### config.mk
export PLATFORM = sky130hd
export DESIGN_NAME = period_energy_acc
export DESIGN_NICKNAME = d
export VERILOG_FILES = /design/src/rtl/pea_pkg.sv /design/src/rtl/pea_ms_timer.sv /design/src/rtl/pea_live_acc.sv /design/src/rtl/pea_snapshot.sv /design/src/rtl/period_energy_acc.sv
export SDC_FILE = /design/constraint.sdc
export NUM_CORES = 1
export LEC_CHECK = 0
export BUFFER_PORTS_ARGS = -buffer_cell sky130_fd_sc_hd__buf_2
export CAP_MARGIN = 5
export CORE_UTILIZATION = 53
export CTS_CLUSTER_SIZE = 8
export DETAILED_ROUTE_END_ITERATION = 10
export PLACE_DENSITY_LB_ADDON = 0.25
export SLEW_MARGIN = 20
export SYNTH_ARGS = -nofsm -noshare
export SYNTH_HDL_FRONTEND = slang
export SYNTH_SLANG_ARGS = --single-unit
### constraint.sdc
create_clock -name clk -period 3.8 [get_ports clk]
set_input_delay 0.19 -clock clk [delete_from_list [all_inputs] [get_ports clk]]
set_output_delay 0.19 -clock clk [all_outputs]
set_load 0.005 [all_outputs]
### src/rtl/pea_pkg.sv
// Package: shared types for the period energy accumulator.
// Assumes nothing beyond IEEE 1800-2017 enum support.
package pea_pkg;

    // Selects whether export-side (negative) power is accumulated.
    typedef enum logic {
        MODE_UNI = 1'b0,
        MODE_BI  = 1'b1
    } pea_mode_e;

endpackage

### src/rtl/pea_ms_timer.sv
// Module: pea_ms_timer
// Counts whole milliseconds since the last clear. A prescaler divides the
// clock by CLK_PER_MS; the millisecond count saturates at its maximum.
// Assumes clr is a one-cycle pulse and that a clear restarts the prescaler.
module pea_ms_timer #(
    parameter int CLK_PER_MS = 100000,
    parameter int MS_W       = 32
) (
    input  logic            clk,
    input  logic            rst_n,
    input  logic            clr,
    output logic [MS_W-1:0] ms_count
);

    localparam int              PS_W    = (CLK_PER_MS > 1) ? $clog2(CLK_PER_MS) : 1;
    localparam logic [PS_W-1:0] PS_LAST = PS_W'(CLK_PER_MS - 1);
    localparam logic [MS_W-1:0] MS_MAX  = '1;

    logic [PS_W-1:0] prescale_q;

    // Prescaler and saturating millisecond counter, both restarted by clr.
    always_ff @(posedge clk) begin
        if (!rst_n) begin
            prescale_q <= '0;
            ms_count   <= '0;
        end else if (clr) begin
            prescale_q <= '0;
            ms_count   <= '0;
        end else if (prescale_q == PS_LAST) begin
            prescale_q <= '0;
            if (ms_count != MS_MAX) begin
                ms_count <= ms_count + 1'b1;
            end
        end else begin
            prescale_q <= prescale_q + 1'b1;
        end
    end

    // a clear always restarts the elapsed count from zero.
    a_r10_clear_restarts: assert property (@(posedge clk) disable iff (!rst_n)
        clr |=> (ms_count == '0));

    // the count never wraps from its maximum back to a small value.
    a_r10_ms_saturates: assert property (@(posedge clk) disable iff (!rst_n)
        (!clr && ms_count == MS_MAX) |=> (ms_count == MS_MAX));

endmodule

### src/rtl/pea_live_acc.sv
// Module: pea_live_acc
// Live period accumulator for one channel. It holds the positive sum, the
// negative-magnitude sum (bidirectional mode only), the window count and the
// peak. A clear empties the period, and a window in the same cycle as a clear
// is added to the fresh period. Once the count is saturated, new windows are
// discarded whole.
// Assumes SUM_W >= PWR_W + CNT_W, so the sums cannot overflow while the count
// is bounded.
module pea_live_acc #(
    parameter int                  PWR_W = 24,
    parameter int                  SUM_W = 40,
    parameter int                  CNT_W = 16,
    parameter pea_pkg::pea_mode_e  MODE  = pea_pkg::MODE_BI
) (
    input  logic                    clk,
    input  logic                    rst_n,
    input  logic                    clr,
    input  logic                    win_stb,
    input  logic signed [PWR_W-1:0] win_pwr,
    output logic [SUM_W-1:0]        pos_sum,
    output logic [SUM_W-1:0]        neg_sum,
    output logic [CNT_W-1:0]        win_cnt,
    output logic signed [PWR_W-1:0] peak
);

    localparam logic [CNT_W-1:0]        CNT_MAX    = '1;
    localparam logic signed [PWR_W-1:0] PEAK_FLOOR = {1'b1, {(PWR_W-1){1'b0}}};

    logic                    take;
    logic                    is_neg;
    logic [SUM_W-1:0]        base_pos;
    logic [CNT_W-1:0]        base_cnt;
    logic signed [PWR_W-1:0] base_peak;
    logic [SUM_W-1:0]        pos_d;
    logic [CNT_W-1:0]        cnt_d;
    logic signed [PWR_W-1:0] peak_d;

    // Next-state values: start from an empty period on clear, then add the window.
    always_comb begin
        take      = win_stb && (clr || (win_cnt != CNT_MAX));
        is_neg    = win_pwr[PWR_W-1];
        base_pos  = clr ? '0 : pos_sum;
        base_cnt  = clr ? '0 : win_cnt;
        base_peak = clr ? PEAK_FLOOR : peak;
        pos_d     = base_pos + ((take && !is_neg) ? SUM_W'($unsigned(win_pwr)) : '0);
        cnt_d     = base_cnt + CNT_W'(take);
        peak_d    = (take && (win_pwr > base_peak)) ? win_pwr : base_peak;
    end

    // Registers for the positive sum, count and peak.
    always_ff @(posedge clk) begin
        if (!rst_n) begin
            pos_sum <= '0;
            win_cnt <= '0;
            peak    <= PEAK_FLOOR;
        end else begin
            pos_sum <= pos_d;
            win_cnt <= cnt_d;
            peak    <= peak_d;
        end
    end

    generate
        if (MODE == pea_pkg::MODE_BI) begin : g_bidir
            logic [PWR_W-1:0] mag;
            logic [SUM_W-1:0] base_neg;
            logic [SUM_W-1:0] neg_d;

            // Magnitude of a negative window, added to the export sum.
            always_comb begin
                mag      = $unsigned(-win_pwr);
                base_neg = clr ? '0 : neg_sum;
                neg_d    = base_neg + ((take && is_neg) ? SUM_W'(mag) : '0);
            end

            // Export-side register.
            always_ff @(posedge clk) begin
                if (!rst_n) begin
                    neg_sum <= '0;
                end else begin
                    neg_sum <= neg_d;
                end
            end

            // a negative window never lowers the export sum.
            a_r7_neg_grows: assert property (@(posedge clk) disable iff (!rst_n)
                (!clr && win_stb && is_neg && win_cnt != CNT_MAX) |=> (neg_sum > $past(neg_sum)));
        end else begin : g_unidir
            // No export side exists in this variant.
            assign neg_sum = '0;

            // a negative window leaves the positive sum unchanged.
            a_r6_uni_drops_neg: assert property (@(posedge clk) disable iff (!rst_n)
                (!clr && win_stb && is_neg) |=> (pos_sum == $past(pos_sum)));
        end
    endgenerate

    // the count does not wrap once saturated.
    a_r4_cnt_no_wrap: assert property (@(posedge clk) disable iff (!rst_n)
        (!clr && win_cnt == CNT_MAX) |=> (win_cnt == CNT_MAX));

    // a window arriving with the clear is the first of the new period.
    a_r9_same_cycle_window: assert property (@(posedge clk) disable iff (!rst_n)
        (clr && win_stb) |=> (win_cnt == 1));

    // an empty fresh period starts from the most negative peak.
    a_r8_peak_reseed: assert property (@(posedge clk) disable iff (!rst_n)
        (clr && !win_stb) |=> (peak == PEAK_FLOOR && win_cnt == '0));

endmodule

### src/rtl/pea_snapshot.sv
// Module: pea_snapshot
// Holds the values captured at the last latch. It loads all fields in the same
// edge in which the live side clears, and holds them otherwise.
// Assumes latch is a one-cycle pulse. Before the first latch, every field is zero.
module pea_snapshot #(
    parameter int PWR_W = 24,
    parameter int SUM_W = 40,
    parameter int CNT_W = 16,
    parameter int MS_W  = 32
) (
    input  logic                    clk,
    input  logic                    rst_n,
    input  logic                    latch,
    input  logic [SUM_W-1:0]        live_pos,
    input  logic [SUM_W-1:0]        live_neg,
    input  logic [CNT_W-1:0]        live_cnt,
    input  logic signed [PWR_W-1:0] live_peak,
    input  logic [MS_W-1:0]         live_ms,
    output logic [SUM_W-1:0]        snap_pos,
    output logic [SUM_W-1:0]        snap_neg,
    output logic [CNT_W-1:0]        snap_cnt,
    output logic signed [PWR_W-1:0] snap_peak,
    output logic [MS_W-1:0]         snap_ms,
    output logic                    snap_valid
);

    // Capture every live field on a latch.
    always_ff @(posedge clk) begin
        if (!rst_n) begin
            snap_pos   <= '0;
            snap_neg   <= '0;
            snap_cnt   <= '0;
            snap_peak  <= '0;
            snap_ms    <= '0;
            snap_valid <= 1'b0;
        end else if (latch) begin
            snap_pos   <= live_pos;
            snap_neg   <= live_neg;
            snap_cnt   <= live_cnt;
            snap_peak  <= live_peak;
            snap_ms    <= live_ms;
            snap_valid <= (live_cnt != '0);
        end
    end

    // the latched count is the live count of the cycle before.
    a_r2_copy_count: assert property (@(posedge clk) disable iff (!rst_n)
        latch |=> (snap_cnt == $past(live_cnt)));

    // the valid flag agrees with the latched window count.
    a_r3_valid_matches: assert property (@(posedge clk) disable iff (!rst_n)
        latch |=> (snap_valid == (snap_cnt != '0)));

endmodule

### src/rtl/period_energy_acc.sv
// Module: period_energy_acc (top)
// Period energy accumulator: live accumulation of per-window power, a
// millisecond timer between latches, and an atomic snapshot on latch_req.
// Assumes win_stb and latch_req are single-cycle pulses synchronous to clk,
// and that SUM_W >= PWR_W + CNT_W.
module period_energy_acc #(
    parameter int                 PWR_W      = 24,
    parameter int                 SUM_W      = 40,
    parameter int                 CNT_W      = 16,
    parameter int                 MS_W       = 32,
    parameter int                 CLK_PER_MS = 100000,
    parameter pea_pkg::pea_mode_e MODE       = pea_pkg::MODE_BI
) (
    input  logic                    clk,
    input  logic                    rst_n,
    input  logic                    win_stb,
    input  logic signed [PWR_W-1:0] win_pwr,
    input  logic                    latch_req,
    output logic [SUM_W-1:0]        snap_pos_sum,
    output logic [SUM_W-1:0]        snap_neg_sum,
    output logic [CNT_W-1:0]        snap_win_cnt,
    output logic signed [PWR_W-1:0] snap_peak,
    output logic [MS_W-1:0]         snap_elapsed_ms,
    output logic                    snap_valid
);

    logic [SUM_W-1:0]        live_pos;
    logic [SUM_W-1:0]        live_neg;
    logic [CNT_W-1:0]        live_cnt;
    logic signed [PWR_W-1:0] live_peak;
    logic [MS_W-1:0]         live_ms;

    pea_live_acc #(
        .PWR_W (PWR_W),
        .SUM_W (SUM_W),
        .CNT_W (CNT_W),
        .MODE  (MODE)
    ) u_live (
        .clk     (clk),
        .rst_n   (rst_n),
        .clr     (latch_req),
        .win_stb (win_stb),
        .win_pwr (win_pwr),
        .pos_sum (live_pos),
        .neg_sum (live_neg),
        .win_cnt (live_cnt),
        .peak    (live_peak)
    );

    pea_ms_timer #(
        .CLK_PER_MS (CLK_PER_MS),
        .MS_W       (MS_W)
    ) u_timer (
        .clk      (clk),
        .rst_n    (rst_n),
        .clr      (latch_req),
        .ms_count (live_ms)
    );

    pea_snapshot #(
        .PWR_W (PWR_W),
        .SUM_W (SUM_W),
        .CNT_W (CNT_W),
        .MS_W  (MS_W)
    ) u_snap (
        .clk        (clk),
        .rst_n      (rst_n),
        .latch      (latch_req),
        .live_pos   (live_pos),
        .live_neg   (live_neg),
        .live_cnt   (live_cnt),
        .live_peak  (live_peak),
        .live_ms    (live_ms),
        .snap_pos   (snap_pos_sum),
        .snap_neg   (snap_neg_sum),
        .snap_cnt   (snap_win_cnt),
        .snap_peak  (snap_peak),
        .snap_ms    (snap_elapsed_ms),
        .snap_valid (snap_valid)
    );

    // without a latch, the snapshot outputs do not move.
    a_r2_snapshot_holds: assert property (@(posedge clk) disable iff (!rst_n)
        !latch_req |=> ($stable(snap_pos_sum) && $stable(snap_neg_sum) &&
                        $stable(snap_win_cnt) && $stable(snap_peak) &&
                        $stable(snap_elapsed_ms) && $stable(snap_valid)));

    // a latch empties the live count unless a window joins the new period.
    a_r2_live_cleared: assert property (@(posedge clk) disable iff (!rst_n)
        (latch_req && !win_stb) |=> (live_cnt == '0 && live_pos == '0 && live_neg == '0));

endmodule

==> results_dict.tcl <==
set metrics [dict create \
    startpoint "u_live.win_cnt[8]" \
    drt_iter0_markers 714 \
    vias_per_cell 5.61 \
    synth_seq_cells 322 \
    worst_hold_slack_ns 0.0707 \
    core_area_um2 29600 \
    status "finished, violations left" \
    period_minus_slack_ns 4.03 \
    pre_cts_slack_ns -0.438 \
    maxCapViolCount 0 \
    synthAdderAreaFrac_pct 6.27 \
    post_synth_instance_area_um2 16000 \
    dr_wl_met2_um 20400 \
    io_buffers 180 \
    synth_edf_count 0 \
    synth-compound-area-share_pct 12.1 \
    cts_tree "built" \
    p_leak_nw 9.23 \
    power_switching_w 0.00184 \
    grt_pass1_wl_um 67100 \
    drive_gt1_share_pct 26.2 \
    synth_cells 1820 \
    worst_ir_drop_vdd_v 0.000292 \
    yosys-top-cells-area "dfxtp_1 40%, mux2i_1 10%, nor2_1 7.1%, ha_1 6.0%, a21oi_1 3.2%" \
    internal_power_w 0.00587 \
    synth_top_area_cell "dfxtp_1" \
    detail-route-antenna-nets 0 \
    max_freq_mhz 248 \
    ys.flop_type "dfxtp_1" \
    grt_pass1_vias 13771 \
    areaGrowthSynthToFinish_pct 28.8 \
    wl_met1_um 18000 \
    maxSlewViolCount 0 \
    cp_data_required_time_ns 4.24 \
    die-area_um2 30900 \
    ys_warn_count 0 \
    power_density_nw_per_um2 374 \
    yosysTopAreaCellShare_pct 40.3 \
    worstPathMaxFanout 7 \
    start_kind "flip-flop" \
    drc 0 \
    p_total_w 0.00771 \
    num_vias 14345 \
    synthArstFlopShare_pct 0 \
    synth_top_family_by_area "simple AND/OR/NAND/NOR gates" \
    p_comb_share_pct 9.3 \
    ys_types 73 \
    start_util_pct 54.0 \
    worstHoldStart "win_pwr[13]" \
    slew-limit-headroom_pct 34.8 \
    grt-ovfl-total 0 \
    drt-wirelength-per-cell_um 16.5 \
    min_path_type "input pin to flip-flop" \
    die_height_um 176 \
    dr.pass1.iters 7 \
    cts_sinks 322 \
    dr_wl_met3_um 2400 \
    synth_most_common_cell "dfxtp_1" \
    path_clk_slew_ns 0.05 \
    worst_slew_pin_slew_ns 0.978 \
    clockBufferDepth 3 \
    die_x_um 176 \
    r2r_cells 20 \
    setup_violations 44 \
    cts_root_buf "clkbuf_16" \
    io_pins 181 \
    cts_made_buffers 46 \
    syn-num-nets 1927 \
    power.share.clock_pct 45.6 \
    htree_levels 2 \
    period_share_pct 106 \
    swShare_pct 23.9 \
    hpwl_um 28900 \
    crit_path_end_kind "flip-flop" \
    fin_ws_ns -0.227 \
    syn_area_per_cell_um2 8.79 \
    clock_latency_ns 0.55 \
    p_seq_share_pct 45.1 \
    synth.yosys.seq_area_share_pct 40.3 \
    drt-total-wl_um 42200 \
    synthXorXnorAreaFrac_pct 5.75 \
    gp_congestion 0.893 \
    rsz0062_at_grt "true" \
    violations "negative setup slack" \
    hold_depth 4 \
    num_rows 63 \
    antenna_found_initial 1 \
    fin_nets 2274 \
    synth_common_cells "322 x dfxtp_1, 301 x nor2_1, 162 x mux2i_1" \
    grt_max_degree 97 \
    worstSetupPathType "flip-flop to flip-flop" \
    synthSimpleGateAreaFrac_pct 22.4 \
    muxShareOfSynthArea_pct 10.1 \
    fin_skew_ns 0.0274 \
    dr.max_layer_used "met4" \
    reg2reg_from "u_live.win_cnt[8]" \
    hold_viol_final 0 \
    grt.total_usage_pct 26.5 \
    critical_path_arrival_ns 4.47 \
]
timing repair:
item | 4_1_cts | 5_1_grt
hold buffers | 10 | 0
pin swaps | 47 | 48
hold endpoints to repair | 10 | 0
buffers inserted | 15 | 13
setup endpoints to repair | 48 | 58
gates cloned | 2 | 1
gates resized for setup | 51 | 56
stage by stage:
stage	instances	utilization [%]	instance area [um2]	setup TNS [ns]
2_1_floorplan	1820	-	16200	-0.264
3_3_place_gp	2470	62.6	18600	-8.52
3_5_place_dp	2470	62.6	18600	-13.84
4_1_cts	2546	68.2	20200	-6.48
5_1_grt	2559	69.5	20600	-13.62
6_report	2559	69.5	20600	-5.67
cells in the final DEF (no fill, tap or decap), types with 7 or more instances in the layout:
cell type / instances
dfxtp_1: 318
nor2_1: 295
buf_4: 189
buf_2: 180
mux2i_1: 162
nand2_1: 96
a21oi_1: 87
ha_1: 66
nand3_1: 62
a21o_1: 62
nor2b_1: 61
xor2_1: 54
xnor2_1: 48
clkbuf_16: 46
o21ai_0: 34
and2_1: 31
nand4_1: 29
or3_1: 26
inv_1: 23
and3_1: 23
nor3_1: 20
a21oi_2: 10
o21a_1: 10
o211ai_1: 10
o21bai_1: 10
dlygate4sd3_1: 10
buf_6: 10
nor4_1: 9
ha_4: 8
and4_1: 7
nor3b_1: 7
o21ai_2: 7
critical path, stage by stage (launching register included):
cell,delay (ns)
dfxtp_2,0.32
nand4_1,0.10
nor3b_2,0.27
and4_1,0.27
nand3_2,0.12
o31ai_4,0.21
buf_6,0.16
buf_4,0.12
inv_4,0.04
nand2_4,0.08
buf_6,0.13
nor2_2,0.05
ha_1,0.34
a21o_1,0.21
a21o_1,0.20
a21oi_4,0.20
o31ai_4,0.11
a211o_4,0.43
a31oi_4,0.29
o2111ai_2,0.16
o31ai_2,0.10
sequential cells by signal (all words and copies together) (netlist names), 24 cells and up:
name and count:
u_snap.snap_pos 40, u_timer.ms_count 32, u_live.pos_sum 40, u_snap.snap_peak 24, u_live.peak 24, u_snap.snap_ms 32, u_live.neg_sum 40, u_snap.snap_neg 40
path summary, 6_finish.rpt:
kind / to / slack [ns]
setup / recovery: u_live.neg_sum[39] / -0.23
hold / removal: u_live.peak[13] / 0.07
setup reg to reg: u_live.neg_sum[39] / -0.23
hold reg to reg: u_timer.prescale_q[0] / 0.46
layout make-up:
cell class                      count  area (um2)
Clock inverter                      3        45.0
Inverter                           26         105
Sequential cell                   322        6450
Multi-Input combinational cell   1380        9790
Fill cell                        2349        9040
Antenna cell                        1        2.50
Clock buffer                       46        1150
Timing Repair Buffer              391        2570
Tap cell                          390         488
logic make-up (layout without fill, tap and decap cells):
| logic type | after synthesis | count (layout) |
|---|---|---|
| flops | 322 | 322 |
| buf+inv | 120 | 466 |
| fa+ha+maj | 79 | 79 |
| simple gates | 735 | 735 |
| compound gates | 296 | 298 |
| xor+xnor | 105 | 105 |
| other cells | 1 | 2 |
| mux | 162 | 162 |
power by group through the flow:
stage	registers, W	clock network, W	logic [W]
2_1_floorplan	0.00353	0	0.000421
3_3_place_gp	0.00355	0	0.000648
3_5_place_dp	0.00355	0	0.000662
4_1_cts	0.00348	0.00360	0.000692
5_1_grt	0.00348	0.00374	0.000778
6_report	0.00348	0.00352	0.000715
layer usage:
layer  GRT usage (%)  vias up
met4            10.4        0
met2            45.3      404
met1            33.4     6834
li1                -     7017
met5               0        -
met3            4.07       90
(Power assumes the default switching activity.)
